<file path="config.mk">
export PLATFORM = sky130hd
export DESIGN_NAME = eeprom_boot_copier
export DESIGN_NICKNAME = d
export VERILOG_FILES = /design/src/rtl/eeprom_boot_copier.sv
export SDC_FILE = /design/constraint.sdc
export NUM_CORES = 1
export LEC_CHECK = 0
export CAP_MARGIN = 20
export CORE_MARGIN = 4
export CORE_UTILIZATION = 60
export DETAILED_ROUTE_END_ITERATION = 8
export DONT_BUFFER_PORTS = 1
export HOLD_SLACK_MARGIN = 0.03
export PLACE_DENSITY = 0.81
export SLEW_MARGIN = 25
export SYNTH_ARGS = -nofsm -noshare
export SYNTH_HDL_FRONTEND = slang
export SYNTH_SLANG_ARGS = --single-unit
</file>
<file path="constraint.sdc">
create_clock -name clk -period 2.85 [get_ports clk]
set_clock_uncertainty 0.1 [all_clocks]
set_input_delay 0.1425 -clock clk [delete_from_list [all_inputs] [get_ports clk]]
set_output_delay 0.1425 -clock clk [all_outputs]
set_load 0.005 [all_outputs]
</file>
<file path="src/rtl/eeprom_boot_copier.sv">
module eeprom_boot_copier #(
  parameter int CLK_DIV = 3,
  parameter int AW      = 16,
  parameter logic [7:0] RD_OP = 8'h03
) (
  input  logic          clk,
  input  logic          rst_n,
  input  logic [AW-1:0] byte_count,
  output logic          spi_sck,
  output logic          spi_cs_n,
  output logic          spi_mosi,
  input  logic          spi_miso,
  output logic [AW-1:0] sram_addr,
  output logic [7:0]    sram_wdata,
  output logic          sram_we,
  output logic          bus_en,
  output logic          core_hold,
  output logic          boot_done
);
  localparam int DW   = (CLK_DIV > 2) ? $clog2(CLK_DIV) : 1;
  localparam int CMDW = 8 + AW;

  typedef enum logic [1:0] {S_CMD, S_DATA, S_DONE} state_t;

  state_t          state;
  logic [AW-1:0]   count_q, addr_q;
  logic [DW-1:0]   div_cnt;
  logic [CMDW-1:0] cmd_sr;
  logic [5:0]      bitcnt;
  logic [7:0]      shreg;
  logic            sck_q, cs_n_q, we_q, done_q;
  logic            tick;

  assign tick = (state != S_DONE) && (div_cnt == DW'(CLK_DIV - 1));

  always_ff @(posedge clk) begin
    if (!rst_n || state == S_DONE || tick) div_cnt <= '0;
    else                                   div_cnt <= div_cnt + 1'b1;
  end

  always_ff @(posedge clk) begin
    if (!rst_n) begin
      count_q <= byte_count;
      done_q  <= (byte_count == '0);
      cs_n_q  <= (byte_count == '0);
      state   <= (byte_count == '0) ? S_DONE : S_CMD;
      cmd_sr  <= {RD_OP, {AW{1'b0}}};
      sck_q   <= 1'b0;
      bitcnt  <= '0;
      shreg   <= '0;
      addr_q  <= '0;
      we_q    <= 1'b0;
    end else begin
      we_q <= 1'b0;
      if (we_q) begin
        addr_q <= addr_q + 1'b1;
        if (addr_q == count_q - 1'b1) begin
          state  <= S_DONE;
          done_q <= 1'b1;
          cs_n_q <= 1'b1;
          sck_q  <= 1'b0;
        end
      end
      if (tick && state == S_CMD) begin
        if (!sck_q) begin
          sck_q  <= 1'b1;
          bitcnt <= bitcnt + 1'b1;
        end else begin
          sck_q <= 1'b0;
          if (bitcnt == 6'(CMDW)) begin
            state  <= S_DATA;
            bitcnt <= '0;
          end else begin
            cmd_sr <= {cmd_sr[CMDW-2:0], 1'b0};
          end
        end
      end
      if (tick && state == S_DATA) begin
        if (!sck_q) begin
          sck_q <= 1'b1;
          shreg <= {shreg[6:0], spi_miso};
          if (bitcnt == 6'd7) begin
            we_q   <= 1'b1;
            bitcnt <= '0;
          end else begin
            bitcnt <= bitcnt + 1'b1;
          end
        end else begin
          sck_q <= 1'b0;
        end
      end
    end
  end

  assign spi_sck    = sck_q;
  assign spi_cs_n   = cs_n_q;
  assign spi_mosi   = (state == S_CMD) ? cmd_sr[CMDW-1] : 1'b0;
  assign sram_addr  = done_q ? '0 : addr_q;
  assign sram_wdata = done_q ? '0 : shreg;
  assign sram_we    = we_q;
  assign bus_en     = !done_q;
  assign core_hold  = !done_q;
  assign boot_done  = done_q;
endmodule

</file>
* After elaboration in Yosys (flattened, before gate mapping)
Index checks and enable logic that the tools add are counted.
** Operators by class
- Bitwise gates (word level) :: 4
- Equal/unequal tests :: 9
- Reductions and logical operators :: 16
- Muxes and demuxes :: 25
- Add/sub/neg operators :: 4
** Operators with widths (number)
- 6-bit two-way mux :: 6
- 16-bit by 1-bit adder with 16-bit output (second input constant) :: 1
- 16-bit equality test :: 1
- 16-bit logical NOT :: 1
- 16-bit two-way mux :: 1
- 16-bit by 1-bit subtractor with 16-bit output (second input constant) :: 1
- 2-bit two-way mux :: 7
- 1-bit two-way mux :: 10
- 8-bit two-way mux :: 1
- 6-bit by 1-bit adder with 6-bit output (second input constant) :: 1
- 6-bit by 3-bit equality test with 1-bit output (second input constant) :: 1
- 6-bit by 5-bit equality test with 1-bit output (second input constant) :: 1
- 2-bit AND reduction :: 3
- 3-bit nonzero test :: 2
- 2-bit equality test (second input constant) :: 2
- 2-bit by 1-bit != test with 1-bit output (second input constant) :: 2
- 1-bit inverter :: 4
- 1-bit logical AND :: 3
- 3-bit AND reduction :: 1
- 3-bit OR reduction :: 1
- 2-bit by 1-bit adder with 2-bit output (second input constant) :: 1
- 2-bit by 1-bit equality test with 1-bit output (second input constant) :: 1
- 1-bit logical NOT :: 2
- 2-bit logical NOT :: 1
- 2 further kinds :: 3
** Word-level totals
- Input port bits :: 19
- Flip-flop bits (word level) :: 61

* Logic depth before layout (Yosys ltp)
Gate-level depths: netlist (run 1).
- Word-level depth :: 8
- Depth in mapped cells :: 9
- Depth with buffers taken out :: 9

* Least setup slack after synthesis (run 1)
Ideal clock, no wire load.
- Path type :: reg2reg
- Start :: register count_q[4]
- End :: register done_q (netlist: boot_done), enable pin
- Arrival time :: 2.201 ns
- Setup slack :: 0.256 ns
- Cell stages (with the launch flop) :: 9
- Buffers on the path :: 1
- Data required time :: 2.456 ns
- Cells stage by stage :: edfxtp_1 -> or4_4 -> buf_6 -> nor4b_4 -> mux2i_1 -> mux2i_1 -> a22oi_1 -> nor4_4 -> nand2b_1
** On the way
- Cells in the longest elaborated chain, start to end :: 4
** Ends and longest elaborated chain
- start: declaration :: line 26 : logic [AW-1:0] count_q, addr_q;
- start signal: assignment :: line 43 : count_q <= byte_count;
- 16-bit by 1-bit subtractor with 16-bit output :: line 57 : if (addr_q == count_q - 1'b1) begin
- 16-bit equality test :: line 57
- 2-bit by 1-bit != test with 1-bit output (no line)
- 2-bit AND reduction (no line)
- end signal: assignment :: line 44 : done_q <= (byte_count == '0);
- end: declaration :: line 31 : logic sck_q, cs_n_q, we_q, done_q;
No other way between the ends.
A chain may end at the register's enable or synchronous reset.

* Worst setup path in the final report (run 1)
- Start :: register count_q[3]
- End :: register done_q (netlist: boot_done), enable pin
Same word-level chain as after synthesis.

==> impl_metrics.csv, run 1 <==
group,metric,value,unit
run_status,status,"completed",
placed_design,gp_congestion,0.924,
cells_and_area,drive_above_1_share,7.67,%
drt,firstDrtPassIters,4,
cells_and_area,n_fill_cell,368,
grt,grt_pass1_vias,2253,
synth,synthCells,340,
cells_and_area,syn_to_final_growth,14.6,%
synth,synth_top_family_by_area,"simple AND/OR/NAND/NOR gates",
synth,yosysUniqueCellTypes,50,
cells_and_area,regArea,0.00139,sq mm
timing,hold_violations,0,
grt,antenna_found_initial,0,
drt,wl_per_cell,14.9,um
grt,grt_use_total,21.7,%
floorplan,die_w,79.9,um
pwr,p_total,1.87,mW
synth,synth_mux_area_share,3.22,%
critical_path,crit_slowest_cell,"or4_4",
timing,fin_setup_tns,0,ps
synth,synth_area_leaders,"dfxtp_1 28%, edfxtp_1 16%, nor2b_1 5.8%",
pwr,ir_drop,511,uV
placed_design,pre_cts_ws,118,ps
cells_and_area,final_cells,432,
pwr,leakage,1.33,nW
critical_path,r2r-end,"boot_done",
cells_and_area,fin_nets,384,
drt,routed_wl,6420,um
cts,cts_tree,"built",
floorplan,core,0.00488,sq mm
critical_path,r2r-start,"count_q[3]",
drt,detail-route-antenna-nets,0,
cts,path_clk_slew,70,ps
synth,synth-xor-area-share,9.87,%
floorplan,dieArea,0.00639,sq mm
grt,grt.overflow.total,0,
cells_and_area,utilization,72.9,%
synth,async_flop_share,0,%
synth,synth_top_area_share,28.4,%
placed_design,dp_hpwl,4340,um
cells_and_area,design_area,0.00356,sq mm
pwr,power.density,527,mW/mm^2
critical_path,cp-start-kind,"flop",
timing,setup_violations,0,
synth,synth_adder_area_share,2.01,%
synth,synth_ff_type,"dfxtp_1",
floorplan,ios,50,
critical_path,cp-end-kind,"flop",
cells_and_area,diodes,0,
synth,yosysTopAreaCell,"dfxtp_1",
placed_design,io_buffers,0,
cts,cts_max_path_buffers,2,
floorplan,fp-row-count,25,
drt,routed_via_density,5.65,
synth,synth-edff-count,17,
cts,htree_levels,3,
timing,worst_pin_slew,838,ps
flow_run,drv_cap,0,
timing,setup_slack,155,ps
timing,relSlewSlack,44.1,%
timing,finalCriticalPeriod,2700,ps
critical_path,cp_cell_sequence,"or4_4 > nor4_2 > xnor2_1 > nand4b_1 > nor4_4 > nand2b_1",
drt,first_iter_violations,135,
critical_path,worstPathRequired,2790,ps
critical_path,arrival,2640,ps
synth,seq_area_frac_synth,44.8,%
worst_hold_path,hold_path_end,"state[1]",
timing,fmaxAchievable,371,MHz
cells_and_area,multiInputGateArea,0.00162,sq mm
synth,synth_compound_area_share,7.82,%
synth,syn-cell-area,0.00311,sq mm
cts,cts_buffers,9,
drt,via_count,2442,
grt,grt_start_max_net_pins,28,
critical_path,worstSetupPathType,"reg2reg",
critical_path,cp_top_family,"simple AND/OR/NAND/NOR gates",
placed_design,placed_area,0.00316,sq mm
worst_hold_path,holdPathStages,2,
synth,synth-seq-cells,61,
timing,finalCritPeriodShare,94.6,%
drt,drcViolationCount,0,
worst_hold_path,min-delay-start,"byte_count[15]",
synth,ys.warnings.count,0,
critical_path,crit_buf_inv,0,
critical_path,max_stage_delay,640,ps
timing,drv_slew,0,
cts,cts.sinks,61,
synth,synth_nets,364,
critical_path,crit_path_max_fanout,7,
worst_hold_path,hold_class,"in2reg",
timing,whs,82.4,ps
placed_design,dp_cells,397,
synth,yosys.area_share.simple,28.8,%
floorplan,fp.dieH,79.9,um
critical_path,r2r_setup_slack,150,ps
cts,clkLatencyLatePin,330,ps
cts,cts-root-buf,"clkbuf_8",
critical_path,reg2reg_depth,6,
grt,grt_pass1_wl,10600,um
synth,syn_area_per_cell,9.13,sq um
floorplan,initial_core_util,63.6,%
[cell type report]
cell class	count	share of cell area, %
Sequential cell	61	39.1
Tap cell	67	2.36
Clock inverter	2	0.352
Inverter	10	1.05
Multi-Input combinational cell	254	45.6
Timing Repair Buffer	24	6.33
Clock buffer	14	5.20
[sequential cells by signal, summed over array words and instances, names as in the netlist]
signal,flops
div_cnt,2
bitcnt,6
boot_done,1
sram_we,1
state,2
cmd_sr,8
shreg,8
count_q,16
addr_q,16
spi_sck,1
[cells in the final DEF (no fill, tap or decap), drive strengths merged, types with 2 or more instances in the layout]
cell and n:
xnor2 15, or3 2, nand4 8, o22ai 3, nor2b 29, mux2i 10, or4 2, nand2 41
buf 6, nand2b 7, xor2 20, dlygate4sd3 18, nor4 11, a32oi 2, ha 5, nor2 34
a211o 2, and2 2, a21oi 11, and3 6, nor3 4, clkbuf 14, edfxtp 17, nor4b 3
inv 10, o21ai 9, nand3 11, dfxtp 44
[how the worst max path moves through the flow]
stage | from | end | slack, ps | cells past startpoint
floorplan | count_q[4] | boot_done | 260 | 8
global placement | count_q[3] | boot_done | 210 | 7
detailed placement | count_q[3] | boot_done | 120 | 7
CTS | count_q[3] | boot_done | 100 | 7
global route | count_q[3] | boot_done | -50 | 7
finish | count_q[3] | boot_done | 150 | 6
[where the power goes]
part           internal, mW  leakage [nW]  switching (mW)  total (mW)
Clock                 0.421        0.0970           0.322       0.744
Combinational        0.0743         0.711          0.0865       0.161
Sequential            0.926         0.521          0.0437       0.969
Total                  1.42          1.33           0.453        1.87
[cell families (layout without fill, tap and decap cells)]
| family | count (synthesis) | count (layout) |
|---|---|---|
| xor gates and xnor gates | 35 | 35 |
| muxes | 10 | 10 |
| DFF | 61 | 61 |
| and+or+nand+nor | 166 | 166 |
| adders and majority gates | 5 | 5 |
| buffers and inverters | 25 | 50 |
| AOI/OAI and AO/OA | 38 | 38 |
[cells in the mapped netlist (all sizes together), types with 2 or more instances]
master   n
a211o    2
a21oi   11
a32oi    2
and2     2
and3     6
buf      3
clkbuf  12
dfxtp   44
edfxtp  17
ha       5
inv     10
mux2i   10
nand2   41
nand2b   7
nand3   11
nand4    8
nor2    34
nor2b   29
nor3     4
nor4    11
nor4b    3
o21ai    9
o22ai    3
or3      2
or4      2
xnor2   15
xor2    20
[worst reg2reg max path, stage by stage, from the launching register on]
cell and delay, ps:
edfxtp_1 460, or4_4 640, nor4_2 310, xnor2_1 170
nand4b_1 180, nor4_4 390, nand2b_1 160
[routing by layer]
layer	vias up	track usage, %	part of all wire [%]
met3	8	4.85	7.2
met5	-	0	0
li1	1225	-	-
met1	1126	28.7	45
met2	83	33.4	46
met4	0	10.3	1.0
[repair_timing]
action                     CTS  global route
hold endpoints to repair    27             0
setup buffers                0             1
gates resized for setup      0             3
hold buffers                18             0
setup endpoints to repair    0             1
No activity file was read; power rests on OpenSTA's default activity.
==> run 2: changes to the inputs <==
--- a/config.mk
+++ b/config.mk
@@ -7,11 +7,12 @@
 export LEC_CHECK = 0
 export CAP_MARGIN = 20
 export CORE_MARGIN = 4
-export CORE_UTILIZATION = 60
+export CORE_UTILIZATION = 52
+export CTS_CLUSTER_DIAMETER = 100
 export DETAILED_ROUTE_END_ITERATION = 8
 export DONT_BUFFER_PORTS = 1
 export HOLD_SLACK_MARGIN = 0.03
-export PLACE_DENSITY = 0.81
+export PLACE_DENSITY = 0.72
 export SLEW_MARGIN = 25
 export SYNTH_ARGS = -nofsm -noshare
 export SYNTH_HDL_FRONTEND = slang
==> run 2 against run 1 <==
Against the previous run:
- routed wire length increased by 1.9%
- clock-buffer cell count decreased by 4
- hold slack got worse by 5.9 ps
- sequential power about the same
- total power increased by 4.6%
- critical path depth increased by 1
- largest cell class unchanged
- largest power group unchanged
==> impl_metrics.csv, run 2 (same netlist as run 1, synthesis figures left out) <==
group,metric,value,unit
worst_hold_path,hold_class,"in2reg",
cells_and_area,final_cells,437,
cells_and_area,syn_to_final_growth,14.7,%
drt,firstDrtPassIters,4,
timing,rsz0062_at_grt,"no",
pwr,seqPwrFrac,49.4,%
pwr,ir_drop,371,uV
placed_design,dp_cells,403,
timing,fmaxAchievable,367,MHz
critical_path,cp-end-kind,"flop",
cells_and_area,layout.cells.most_common_list,"44 x dfxtp_1, 41 x nand2_1, 34 x nor2_1",
timing,finalCriticalPeriod,2730,ps
cells_and_area,fin_nets,384,
cts,post_cts_resized,0,
critical_path,r2r_setup_slack,120,ps
timing,worst_pin_slew,901,ps
cts,htree_levels,3,
cts,cts-root-buf,"clkbuf_8",
floorplan,core,0.00564,sq mm
grt,grt_pass1_vias,2337,
pwr,clock_power_share,42.6,%
floorplan,die_w,85.3,um
placed_design,dp_hpwl,4580,um
placed_design,placed_area,0.00317,sq mm
flow_run,drv_cap,0,
cts,cts_max_path_buffers,2,
critical_path,reg2reg_depth,7,
timing,hold_violations,0,
pwr,leakage,1.34,nW
worst_hold_path,holdPathStages,2,
cts,clkLatencyLatePin,350,ps
grt,grt.overflow.total,0,
cts,cts_buffers,9,
cells_and_area,reg.largest.list,"addr_q: 16 flops, count_q: 16 flops",
cts,cts.sinks,61,
critical_path,r2r-start,"count_q[3]",
pwr,p_switching,502,uW
critical_path,worstSetupPathType,"reg2reg",
grt,grt_start_max_net_pins,28,
drt,first_iter_violations,245,
timing,drv_slew,0,
placed_design,pre_cts_ws,151,ps
cells_and_area,diodes,0,
floorplan,dieArea,0.00727,sq mm
placed_design,gp_congestion,0.853,
pwr,power.density,550,mW/mm^2
critical_path,crit_path_max_fanout,7,
pwr,swShare,25.6,%
pwr,combinationalPowerShare,8.0,%
critical_path,worstPathRequired,2820,ps
critical_path,arrival,2690,ps
worst_hold_path,hold_path_end,"state[1]",
timing,whs,76.5,ps
cells_and_area,n_fill_cell,487,
drt,via_count,2469,
grt,grt_use_total,19.0,%
timing,setup_slack,122,ps
timing,setup_violations,0,
critical_path,crit_start,"count_q[3]",
worst_hold_path,min-delay-start,"byte_count[15]",
grt,antenna_found_initial,0,
grt,grt_pass1_wl,11000,um
floorplan,ios,50,
timing,fin_setup_tns,0,ps
critical_path,r2r-end,"boot_done",
floorplan,fp-row-count,27,
timing,finalCritPeriodShare,95.7,%
pwr,p_int,1.46,mW
drt,routed_via_density,5.65,
cts,path_clk_slew,70,ps
placed_design,io_buffers,0,
floorplan,initial_core_util,55.0,%
cells_and_area,design_area,0.00356,sq mm
timing,relSlewSlack,40.0,%
floorplan,fp.dieH,85.3,um
cells_and_area,drive_above_1_share,7.95,%
cts,cts_tree,"built",
cells_and_area,utilization,63.2,%
cells_and_area,layout_commonest_cell,"dfxtp_1",
critical_path,cp-start-kind,"flop",
drt,drcViolationCount,0,
drt,detail-route-antenna-nets,0,
pwr,p_total,1.96,mW
run_status,status,"completed",
drt,wl_per_cell,15.0,um
drt,routed_wl,6540,um
==> run 2: how the worst max path moves through the flow <==
stage           endpoint  slack (ps)
2_1_floorplan  boot_done         260
3_3_place_gp   boot_done         200
3_5_place_dp   boot_done         150
4_1_cts        boot_done         140
5_1_grt        boot_done          50
6_report       boot_done         120
==> run 2: cell type report <==
cell class / instances / area, sq um / area share, %
Clock buffer: 10 / 149 / 4.18
Sequential cell: 61 / 1390 / 39.0
Timing Repair Buffer: 24 / 225 / 6.32
Clock inverter: 6 / 65.1 / 1.83
Inverter: 10 / 37.5 / 1.05
Multi-Input combinational cell: 254 / 1610 / 45.0
Tap cell: 72 / 90.1 / 2.53
==> run 2: worst max-delay path, cell delays in order (launching register included) <==
cell and delay [ps]:
edfxtp_1 470, or4_4 630, nor4b_4 320, mux2i_1 120, mux2i_1 150, a22oi_1 130, nor4_4 380, nand2b_1 160
==> run 2: what timing repair did <==
item	4_1_cts	5_1_grt
endpoints found under the setup margin	0	0
endpoints found under the hold margin	27	0
buffers inserted	0	0
hold buffers	18	0
==> run 2: power groups by stage <==
| stage | Clock [mW] | Sequential [mW] | Combinational, mW |
|---|---|---|---|
| 3_5_place_dp | 0 | 0.988 | 0.133 |
| 2_1_floorplan | 0 | 0.969 | 0.123 |
| 6_report | 0.835 | 0.969 | 0.157 |
| 5_1_grt | 0.895 | 0.975 | 0.177 |
| 3_3_place_gp | 0 | 0.987 | 0.130 |
| 4_1_cts | 0.840 | 0.969 | 0.156 |
==> run 2: per-layer routing <==
| layer | routed length [um] | GRT usage, % | part of all wire (%) | vias to the layer above |
|---|---|---|---|---|
| met5 | 0 | 0 | 0 | - |
| met4 | 81 | 6.91 | 1.2 | 0 |
| met3 | 534 | 6.41 | 8.2 | 8 |
| met2 | 2810 | 26.6 | 43 | 80 |
| met1 | 3110 | 27.1 | 48 | 1160 |
| li1 | - | - | - | 1221 |
==> run 3: changes to the inputs <==
--- a/config.mk
+++ b/config.mk
@@ -11,8 +11,10 @@
 export CTS_CLUSTER_DIAMETER = 100
 export DETAILED_ROUTE_END_ITERATION = 8
 export DONT_BUFFER_PORTS = 1
+export GPL_TIMING_DRIVEN = 0
 export HOLD_SLACK_MARGIN = 0.03
-export PLACE_DENSITY = 0.72
+export PLACE_DENSITY = 0.67
+export REMOVE_ABC_BUFFERS = 1
 export SLEW_MARGIN = 25
 export SYNTH_ARGS = -nofsm -noshare
 export SYNTH_HDL_FRONTEND = slang
==> run 3 against run 2 <==
Against the previous run:
- non-clock buffer count fell by 1
- cell area increased by 0.28%
- setup slack gained 19 ps
- global-route usage shrank 0.33 points
- hold slack improved by 48 ps
- total power shrank 1.6%
- sequential share of layout area shrank 0.11 points
- clock-buffer cell count fell by 1
- flip-flop and latch count did not move
- combinational power is 3% higher
- via count is 3.8% lower
- critical path depth is 1 lower
- critical path type unchanged
- highest routed layer unchanged
==> impl_metrics.csv, run 3 (same netlist as run 1, synthesis figures left out) <==
group,metric,value,unit
run_status,status,"completed",
floorplan,die_w,85.3,um
pwr,ir_drop,419,uV
cells_and_area,n_fill_cell,479,
placed_design,pre_cts_ws,40.4,ps
timing,worst_pin_slew,875,ps
timing,fmaxAchievable,369,MHz
timing,finalCriticalPeriod,2710,ps
grt,antenna_found_initial,0,
timing,finalCritPeriodShare,95.0,%
timing,hold_violations,0,
critical_path,cp_cell_sequence,"or4_4 > nor4_1 > xnor2_1 > nand4b_1 > nor4_4 > nand2b_1",
drt,drcViolationCount,0,
drt,routed_via_density,5.45,
cells_and_area,layout_commonest_cell,"dfxtp_1",
pwr,p_total,1.93,mW
drt,first_iter_violations,120,
cells_and_area,drive_above_1_share,8.24,%
cells_and_area,diodes,0,
cts,clkLatencyLatePin,350,ps
grt,grt_pass1_wl,10600,um
critical_path,cp-end-kind,"flop",
critical_path,cp-start-kind,"flop",
drt,routed_wl,6340,um
drt,via_count,2375,
pwr,leakage,1.33,nW
timing,relSlewSlack,41.6,%
cts,cts_tree,"built",
floorplan,ios,50,
cells_and_area,reg.largest.list,"addr_q: 16 flops, count_q: 16 flops",
drt,wl_per_cell,14.5,um
floorplan,fp.dieH,85.3,um
floorplan,core,0.00564,sq mm
critical_path,arrival,2680,ps
floorplan,initial_core_util,55.0,%
cells_and_area,fin_nets,383,
pwr,power.density,540,mW/mm^2
grt,grt_start_max_net_pins,40,
critical_path,max_stage_delay,590,ps
critical_path,crit_buf_inv,0,
drt,detail-route-antenna-nets,0,
cells_and_area,syn_to_final_growth,15.1,%
floorplan,dieArea,0.00727,sq mm
cts,path_clk_slew,80,ps
timing,drv_slew,0,
critical_path,crit_slowest_cell,"or4_4",
drt,firstDrtPassIters,4,
critical_path,cp_top_family,"simple AND/OR/NAND/NOR gates",
worst_hold_path,hold_class,"in2reg",
flow_run,drv_cap,0,
placed_design,dp_hpwl,4370,um
timing,setup_slack,142,ps
grt,grt_pass1_vias,2223,
timing,rsz0062_at_grt,"no",
grt,grt_use_total,18.7,%
cts,htree_levels,3,
timing,whs,125,ps
critical_path,r2r_setup_slack,140,ps
critical_path,worstPathRequired,2820,ps
cts,cts_max_path_buffers,2,
timing,setup_violations,0,
cts,cts.sinks,61,
cts,cts_buffers,9,
timing,fin_setup_tns,0,ps
placed_design,gp_congestion,0.892,
critical_path,crit_path_max_fanout,7,
cells_and_area,utilization,63.3,%
critical_path,worstSetupPathType,"reg2reg",
grt,grt.overflow.total,0,
floorplan,fp-row-count,27,
cells_and_area,layout.cells.most_common_list,"44 x dfxtp_1, 41 x nand2_1, 34 x nor2_1",
placed_design,io_buffers,0,
cts,cts-root-buf,"clkbuf_8",
-- run 3: cell types whose count changed in the layout (fill, tap and decap cells not counted), sizes merged --
cell      previous run  this run
buf                  6         5
clkbuf              10         9
clkinvlp             0         1
-- run 3: final timing paths --
kind	from	to	cells after the start
hold / removal	byte_count[7]	state[1]	4
hold reg to reg	div_cnt[0]	div_cnt[0]	1
setup / recovery	count_q[5]	boot_done	6
setup reg to reg	count_q[5]	boot_done	6
-- run 3: cell type report --
class / instances / area, sq um / area share, %
Clock buffer: 9 / 124 / 3.47
Clock inverter: 7 / 81.3 / 2.28
Inverter: 10 / 37.5 / 1.05
Multi-Input combinational cell: 254 / 1620 / 45.3
Sequential cell: 61 / 1390 / 38.9
Tap cell: 72 / 90.1 / 2.52
Timing Repair Buffer: 23 / 230 / 6.44
-- run 3: worst min-delay path, stage by stage --
cell and delay, ps:
nor2_1 20, nand4_1 60, nor4_1 60, a221o_1 250
-- run 3: power by group --
group | internal, mW | switching (mW)
clock network | 0.415 | 0.384
registers | 0.925 | 0.0418
logic | 0.0764 | 0.0859
-- run 3: repair_timing --
| action | 4_1_cts | 5_1_grt |
|---|---|---|
| gates resized for setup | 0 | 1 |
| buffers inserted | 0 | 4 |
| hold buffers | 18 | 0 |
| endpoints found under the setup margin | 0 | 1 |
| hold endpoints to repair | 37 | 0 |
-- run 3: stage by stage --
| stage | std cells | instance area [sq um] |
|---|---|---|
| floorplan | 325 | 3030 |
| global placement | 397 | 3120 |
| detailed placement | 398 | 3140 |
| CTS | 432 | 3530 |
| global route | 436 | 3570 |
| finish | 436 | 3570 |
-- run 3: metal layers --
layer	track usage (%)	part of all wire (%)	up-vias
met3	5.92	6.5	14
met1	22.4	43	1093
met5	0	0	-
met2	30.5	49	50
met4	8.63	1.7	0
li1	-	-	1218
